### src/rtl/cmpbus_pkg.sv
package cmpbus_pkg;

    localparam int unsigned FN_W = 4;

    typedef struct packed {
        logic stage1;
        logic stage2;
    } sync_st_t;

    typedef logic [FN_W-1:0] lut_fn_t;

endpackage

### src/rtl/cmpbus_sync.sv
module cmpbus_sync
    import cmpbus_pkg::*;
(
    input  logic clk,
    input  logic rst_n,
    input  logic tick,
    input  logic raw,
    input  logic bypass,
    output logic status
);

    sync_st_t st_d, st_q;

    always_comb begin
        st_d = st_q;
        if (tick) begin
            st_d.stage1 = raw;
            st_d.stage2 = st_q.stage1;
        end
    end

    always_ff @(posedge clk) begin
        if (!rst_n) begin
            st_q <= '0;
        end else begin
            st_q <= st_d;
        end
    end

    assign status = bypass ? raw : st_q.stage2;

    assert_sync_hold_R1: assert property (@(posedge clk) disable iff (!rst_n)
        (!tick && !bypass) |=> (bypass || $stable(status)));

    assert_bypass_follow_R2: assert property (@(posedge clk) disable iff (!rst_n)
        bypass |-> (status == raw));

endmodule

### src/rtl/cmpbus_gate.sv
module cmpbus_gate #(
    parameter int unsigned NDIG  = 8,
    localparam int unsigned SEL_W = (NDIG > 1) ? $clog2(NDIG) : 1
) (
    input  logic             clk,
    input  logic             rst_n,
    input  logic [NDIG-1:0]  dig_out,
    input  logic [SEL_W-1:0] sel,
    input  logic             pwm_en,
    input  logic             pwm_gate,
    output logic             gate
);

    logic dig_pick;

    always_comb begin
        dig_pick = 1'b0;
        for (int k = 0; k < NDIG; k++) begin
            if (sel == SEL_W'(k)) dig_pick = dig_out[k];
        end
        gate = pwm_en ? pwm_gate : dig_pick;
    end

    assert_pwm_low_closes_R5: assert property (@(posedge clk) disable iff (!rst_n)
        (pwm_en && !pwm_gate) |-> !gate);

endmodule

### src/rtl/cmpbus_lut.sv
module cmpbus_lut
    import cmpbus_pkg::*;
(
    input  logic    clk,
    input  logic    rst_n,
    input  lut_fn_t fn,
    input  logic    op_a,
    input  logic    op_b,
    output logic    result
);

    logic [1:0] idx;

    always_comb begin
        idx    = {~op_a, ~op_b};
        result = fn[idx];
    end

    assert_lut_false_R6: assert property (@(posedge clk) disable iff (!rst_n)
        (fn == 4'h0) |-> !result);

    assert_lut_true_R6: assert property (@(posedge clk) disable iff (!rst_n)
        (fn == 4'hF) |-> result);

endmodule

### src/rtl/cmpbus_cond.sv
module cmpbus_cond
    import cmpbus_pkg::*;
#(
    parameter int unsigned NCOL  = 2,
    parameter int unsigned NDIG  = 8,
    localparam int unsigned SEL_W = (NDIG > 1) ? $clog2(NDIG) : 1
) (
    input  logic                 clk,
    input  logic                 rst_n,
    input  logic [NCOL-1:0]      col_tick,
    input  logic [NCOL-1:0]      cmp_raw,
    input  logic [NDIG-1:0]      dig_out,
    input  logic                 pwm_gate,
    input  logic [NCOL-1:0]      cfg_bypass,
    input  logic [NCOL-1:0]      cfg_gate_en,
    input  logic [SEL_W-1:0]     cfg_gate_sel,
    input  logic                 cfg_pwm_en,
    input  logic [FN_W*NCOL-1:0] cfg_lut_fn,
    output logic [NCOL-1:0]      cmp_status,
    output logic [NCOL-1:0]      cmp_gated,
    output logic [NCOL-1:0]      lut_out
);

    logic gate;

    cmpbus_gate #(.NDIG(NDIG)) u_gate (
        .clk      (clk),
        .rst_n    (rst_n),
        .dig_out  (dig_out),
        .sel      (cfg_gate_sel),
        .pwm_en   (cfg_pwm_en),
        .pwm_gate (pwm_gate),
        .gate     (gate)
    );

    for (genvar i = 0; i < NCOL; i++) begin : g_col
        logic op_b;

        cmpbus_sync u_sync (
            .clk    (clk),
            .rst_n  (rst_n),
            .tick   (col_tick[i]),
            .raw    (cmp_raw[i]),
            .bypass (cfg_bypass[i]),
            .status (cmp_status[i])
        );

        assign cmp_gated[i] = cfg_gate_en[i] ? (cmp_status[i] & gate) : cmp_status[i];

        if (i == NCOL - 1) begin : g_last
            assign op_b = 1'b0;
        end else begin : g_mid
            assign op_b = cmp_gated[i+1];
        end

        cmpbus_lut u_lut (
            .clk    (clk),
            .rst_n  (rst_n),
            .fn     (cfg_lut_fn[FN_W*i +: FN_W]),
            .op_a   (cmp_gated[i]),
            .op_b   (op_b),
            .result (lut_out[i])
        );

        assert_ungated_pass_R4: assert property (@(posedge clk) disable iff (!rst_n)
            !cfg_gate_en[i] |-> (cmp_gated[i] == cmp_status[i]));

        assert_gated_low_R3: assert property (@(posedge clk) disable iff (!rst_n)
            (cfg_gate_en[i] && !cfg_pwm_en && !dig_out[cfg_gate_sel]) |-> !cmp_gated[i]);
    end

    assert_last_b_zero_R7: assert property (@(posedge clk) disable iff (!rst_n)
        (cfg_lut_fn[FN_W*(NCOL-1) +: FN_W] == 4'h5) |-> !lut_out[NCOL-1]);

endmodule

### config.mk
export PLATFORM = sky130hd
export DESIGN_NAME = cmpbus_cond
export DESIGN_NICKNAME = d
export VERILOG_FILES = /design/src/rtl/cmpbus_pkg.sv /design/src/rtl/cmpbus_sync.sv /design/src/rtl/cmpbus_gate.sv /design/src/rtl/cmpbus_lut.sv /design/src/rtl/cmpbus_cond.sv
export SDC_FILE = /design/constraint.sdc
export NUM_CORES = 1
export LEC_CHECK = 0
export BUFFER_PORTS_ARGS = -buffer_cell sky130_fd_sc_hd__buf_2
export CAP_MARGIN = 15
export CORE_AREA = 2 2 39 41
export CTS_BUF_LIST = sky130_fd_sc_hd__clkbuf_8
export DETAILED_ROUTE_END_ITERATION = 10
export DIE_AREA = 0 0 41 43
export HOLD_SLACK_MARGIN = 0.06
export PLACE_DENSITY = 0.68
export SLEW_MARGIN = 20
export SYNTH_ARGS = -nofsm -noshare
export SYNTH_HDL_FRONTEND = slang
export SYNTH_SLANG_ARGS = --single-unit
export TNS_END_PERCENT = 30
### constraint.sdc
create_clock -name clk -period 2.1 [get_ports clk]
set_input_delay 0.105 -clock clk [delete_from_list [all_inputs] [get_ports clk]]
set_output_delay 0.105 -clock clk [all_outputs]
set_load 0.005 [all_outputs]
# Word-level counts from Yosys, hierarchy flattened
# Cells that the tools add are included.
[classes]
n_bitwise = 4
n_mux = 17
order_cmp = 2
n_eq_ne = 7
n_reduce_logical = 1
[op_table]
columns = ["operator", "count"]
rows = [
  ["2-to-1 mux 1 bit", 16],
  ["== test 3 bit (second input constant)", 4],
  ["== test 3 x 2 -> 1 bit (second input constant)", 2],
  ["< comparator 2 x 3 -> 1 bit (second input constant)", 2],
  ["== test 3 x 1 -> 1 bit (second input constant)", 1],
  ["zero test 3 bit", 1],
  ["bitwise AND 1 bit", 2],
  ["binary-select mux 1 bit (select 2 bit)", 1],
  ["NOT 1 bit", 2],
]
[word_totals]
elab_cells = 35
reg_bits = 4
in_bits = 31

# Logic depth before layout (Yosys ltp)
[logic_depth]
depth_word = 15
depth_mapped = 7
mapped_depth_nobuf = 5

# Hierarchy
# A second synthesis with hierarchy kept.
[unflattened]
hier_cells = 29
area_unflattened_um2 = 319.1
[by_module_without_submodules]
columns = ["module", "seq_area_each_um2", "cells_per_inst", "area_each_um2", "instances"]
rows = [
  ["cmpbus_sync", 40.0, 7, 83.8, 2],
  ["cmpbus_gate", 0.0, 8, 76.3, 1],
  ["cmpbus_lut", 0.0, 1, 22.5, 2],
  ["cmpbus_cond", 0.0, 5, 30.0, 1],
]

# Least setup slack after synthesis
# Ideal clock, no wire load.
[synth_timing]
path_type = "input to output"
start = "input cfg_gate_sel[1]"
end = "output lut_out[1]"
arrival_time_ns = 1.579
stages = 7
required_ns = 1.995
path_slack_ns = 0.416
path_cell_list = "buf_6 > mux2i_1 > mux4_2 > o211ai_2 > and2_4 > mux2_1 > buf_4"
[synth_via]
elab_chain_cells = 14
word_cells_on_any_way = 21
cone_classes = "eq/ne (7); mux (12); bitwise (1); reduce/logical (1)"
[synth_rtl]
columns = ["item", "line", "source"]
rows = [
  ["from (decl)", "cmpbus_cond.sv:16", "input logic [SEL_W-1:0] cfg_gate_sel,"],
  ["zero test 3 bit", "cmpbus_gate.sv:19", "if (sel == SEL_W'(k)) dig_pick = dig_out[k];"],
  ["2-to-1 mux 1 bit (7 in a row)", "cmpbus_gate.sv:19", ""],
  ["2-to-1 mux 1 bit *", "cmpbus_gate.sv:19", ""],
  ["2-to-1 mux 1 bit *", "cmpbus_gate.sv:21", "gate = pwm_en ? pwm_gate : dig_pick;"],
  ["bitwise AND 1 bit *", "cmpbus_cond.sv:48", "assign cmp_gated[i] = cfg_gate_en[i] ? (cmp_status[i] & gate) : cmp_status[i];"],
  ["2-to-1 mux 1 bit *", "cmpbus_cond.sv:48", ""],
  ["net g_col[0].op_b", "cmpbus_cond.sv:37", "logic op_b;"],
  ["2-to-1 mux 1 bit (not written as such) * (2 in a row)", "cmpbus_lut.sv:16", "result = fn[idx];"],
  ["to (decl)", "cmpbus_cond.sv:21", "output logic [NCOL-1:0] lut_out"],
]
# Mark *: on every way through the listed nets, which the timed path passes. The rest lies on a longest branch. The select of a mux whose other input is x is not followed.

# Worst setup path in the final report
[layout_timing]
start = "input cfg_gate_sel[1]"
end = "output lut_out[1]"
[layout_via]
elab_chain_cells = 14
word_cells_on_any_way = 21
cone_classes = "eq/ne (7); mux (12); bitwise (1); reduce/logical (1)"
[layout_rtl]
columns = ["item", "line"]
rows = [
  ["zero test 3 bit", "cmpbus_gate.sv:19"],
  ["2-to-1 mux 1 bit (7 in a row)", "cmpbus_gate.sv:19"],
  ["2-to-1 mux 1 bit *", "cmpbus_gate.sv:19"],
  ["2-to-1 mux 1 bit *", "cmpbus_gate.sv:21"],
  ["bitwise AND 1 bit *", "cmpbus_cond.sv:48"],
  ["2-to-1 mux 1 bit *", "cmpbus_cond.sv:48"],
  ["2-to-1 mux 1 bit (not written as such) * (2 in a row)", "cmpbus_lut.sv:16"],
]
# Mark *: on every way between the ends. The rest lies on a longest branch, timed or not. The select of a mux whose other input is x is not followed.

==> flow_metrics.env <==
export IMPL_hold_viol_final=0
export IMPL_die_x_um=41
export IMPL_synthSimpleGateAreaFrac_pct=16.72
export IMPL_whs_ns=0.1298
export IMPL_reg2reg_from="g_col[1].u_sync.st_q[1]"
export IMPL_fin_area_um2=586.8
export IMPL_utilization_pct=42.41
export IMPL_rsz0062_at_grt="no"
export IMPL_root_buffer="clkbuf_8"
export IMPL_worstSetupStartpoint="cfg_gate_sel[1]"
export IMPL_routed_wl_um=855
export IMPL_synth_seq_cells=4
export IMPL_clk_insertion_delay_late_ns=0.22
export IMPL_cp_data_required_time_ns=2.00
export IMPL_placed_cells=84
export IMPL_synth_mux_area_share_pct=32.83
export IMPL_dpl_cell_area_um2=545.5
export IMPL_crit_family="multiplexers"
export IMPL_htree_num_levels=1
export IMPL_cts_buffer_depth=2
export IMPL_crit_arrival_ns=1.66
export IMPL_grt_overflow_total=0
export IMPL_largest_register_ffs=4
export IMPL_cp_start_kind="primary input"
export IMPL_max_stage_delay_ns=0.52
export IMPL_holdBufCountCts=0
export IMPL_initial_core_util_pct=29.75
export IMPL_grt_pass1_wl_mm=1.235
export IMPL_period_share_pct=83.93
export IMPL_antenna_found_initial=0
export IMPL_clk_pin_slew_worst_paths_ns=0.03
export IMPL_routed_via_density=4.713
export IMPL_grt_pass1_vias=332
export IMPL_syn_to_final_growth_pct=42.55
export IMPL_drt_initial_drc_count=2
export IMPL_core_region_area_um2=1384
export IMPL_post_cts_resized=0
export IMPL_numPortBuffers=34
export IMPL_wl_per_cell_um=9.828
export IMPL_ys_seq_area_share_pct=19.45
export IMPL_syn_avg_cell_area_um2=10.04
export IMPL_holdCritStartpoint="rst_n"
export IMPL_synth_warnings=0
export IMPL_drv_slew=0
export IMPL_cts_sinks=4
export IMPL_mostFrequentLayoutCell="buf_2"
export IMPL_crit_fanout=4
export IMPL_min_path_type="primary input to flip-flop"
export IMPL_critPathBufInv=2
export IMPL_synthesis_area_um2=411.6
export IMPL_top_register="g_col.u_sync.st_q"
export IMPL_routabilityCongestion=0.6264
export IMPL_worstPathCellList="buf_2 -> mux2i_1 -> mux4_2 -> o211ai_2 -> and2_4 -> mux2_1 -> buf_2"
export IMPL_status="finished clean"
export IMPL_crit_top_cell="buf_2"
export IMPL_grtUsageTotal_pct=11.75
export IMPL_cap_violations=0
export IMPL_synthAdderAreaFrac_pct=0
export IMPL_cts_setup_buffers=0
export IMPL_ff2ff_setup_slack_ns=1.49
export IMPL_leakage_nw=0.3181
export IMPL_synthCells=41
export IMPL_fin_cells=87
export IMPL_ir_worst_vdd_uv=220.4
export IMPL_worst_pin_slew_ns=0.2309
export IMPL_p_per_area_nw_per_um2=567.4
export IMPL_fin_crit_ns=1.763
export IMPL_syn_num_nets=72
export IMPL_slew_headroom_pct=84.16
export IMPL_cts_buffers=3
export IMPL_antenna_cells=0
export IMPL_setup_viol=0
export IMPL_worstSetupPathType="primary input to output port"
export IMPL_grt_start_max_net_pins=6
export IMPL_fin_worst_skew_ns=0.00004032
export IMPL_end_kind="output port"
export IMPL_drtAntennaViolNets=0
export IMPL_cts_tree="done"
export IMPL_fp_dieH_um=43
export IMPL_synth_xor_area_share_pct=0
export IMPL_totalNegativeSetupSlack_ns=0
export IMPL_fmax_mhz=567.3
export IMPL_rows=14
export IMPL_final_cell_mix="buf_2 (34), mux2i_1 (9), nor2b_1 (4), dfxtp_1 (4), clkbuf_8 (3)"
export IMPL_final_nets=104
export IMPL_fillers=137
export IMPL_top_regs="g_col.u_sync.st_q (4)"
export IMPL_synth_distinct_cells=20
export IMPL_die_area_um2=1763
export IMPL_vias=410
export IMPL_io_pins=37
export IMPL_cpMaxStageDelayCell="mux4_2"
export IMPL_dr_pass1_iters=2
export IMPL_synth_top_family_by_area="multiplexers"
export IMPL_drive_above_1_share_pct=60.56
export IMPL_drc=0
export IMPL_synth_compound_area_share_pct=16.41
## layer usage
layer  share of wire (%)  global-route usage, %  wire length [µm]
met1                  35                  10.93               297
met2                  47                  16.56               401
met3                  13                  3.141               108
met4                 5.6                  16.00                48
met5                   0                      0                 0
## logic make-up after synthesis
logic type / after synthesis
buffers and inverters: 8
flip-flops: 4
AO/OA/AOI/OAI: 7
AND/OR/NAND/NOR: 10
multiplexers: 12
## power breakdown
group          total (mW)  switching, mW  internal [mW]
clock               0.165         0.0427          0.122
sequential         0.0817        0.00158         0.0802
combinational      0.0860         0.0340         0.0520
total               0.333         0.0783          0.255
## stage by stage
stage	worst slack [ns]	power [mW]
2_1_floorplan	0.4160	0.1417
3_3_place_gp	0.3399	0.1679
3_5_place_dp	0.3234	0.1702
4_1_cts	0.3217	0.3418
5_1_grt	0.2405	0.3550
6_report	0.3374	0.3329
## final cells by class
type / count / area [µm²] / area share [%]
Timing Repair Buffer: 34 / 170.2 / 29.00
Clock buffer: 3 / 41.29 / 7.036
Inverter: 1 / 3.754 / 0.6397
Tap cell: 16 / 20.02 / 3.412
Multi-Input combinational cell: 29 / 271.5 / 46.27
Sequential cell: 4 / 80.08 / 13.65
## synth_stat cells
cell type  n  area share [%]
a21bo_2    1             2.4
a21boi_0   1             1.8
a221oi_1   1             2.1
a22oi_1    1             1.8
a32oi_1    1             2.1
and2_1     2             3.0
and2_4     1             2.1
and3b_1    1             2.1
and4b_1    1             2.4
buf_4      6              11
buf_6      1             2.7
dfxtp_1    4              19
inv_1      1            0.91
mux2_1     1             2.7
mux2_2     1             2.7
mux2i_1    9              22
mux4_2     1             5.5
nand2_1    1            0.91
nor2b_1    4             6.1
o211ai_2   2             6.1
## final timing paths
check | end | cells past startpoint
min | g_col[1].u_sync.st_q[0] | 2
max reg2reg | g_col[1].u_sync.st_q[0] | 2
min reg2reg | g_col[0].u_sync.st_q[0] | 2
max | lut_out[1] | 7
Note: power is estimated with default switching activity, not from simulation.
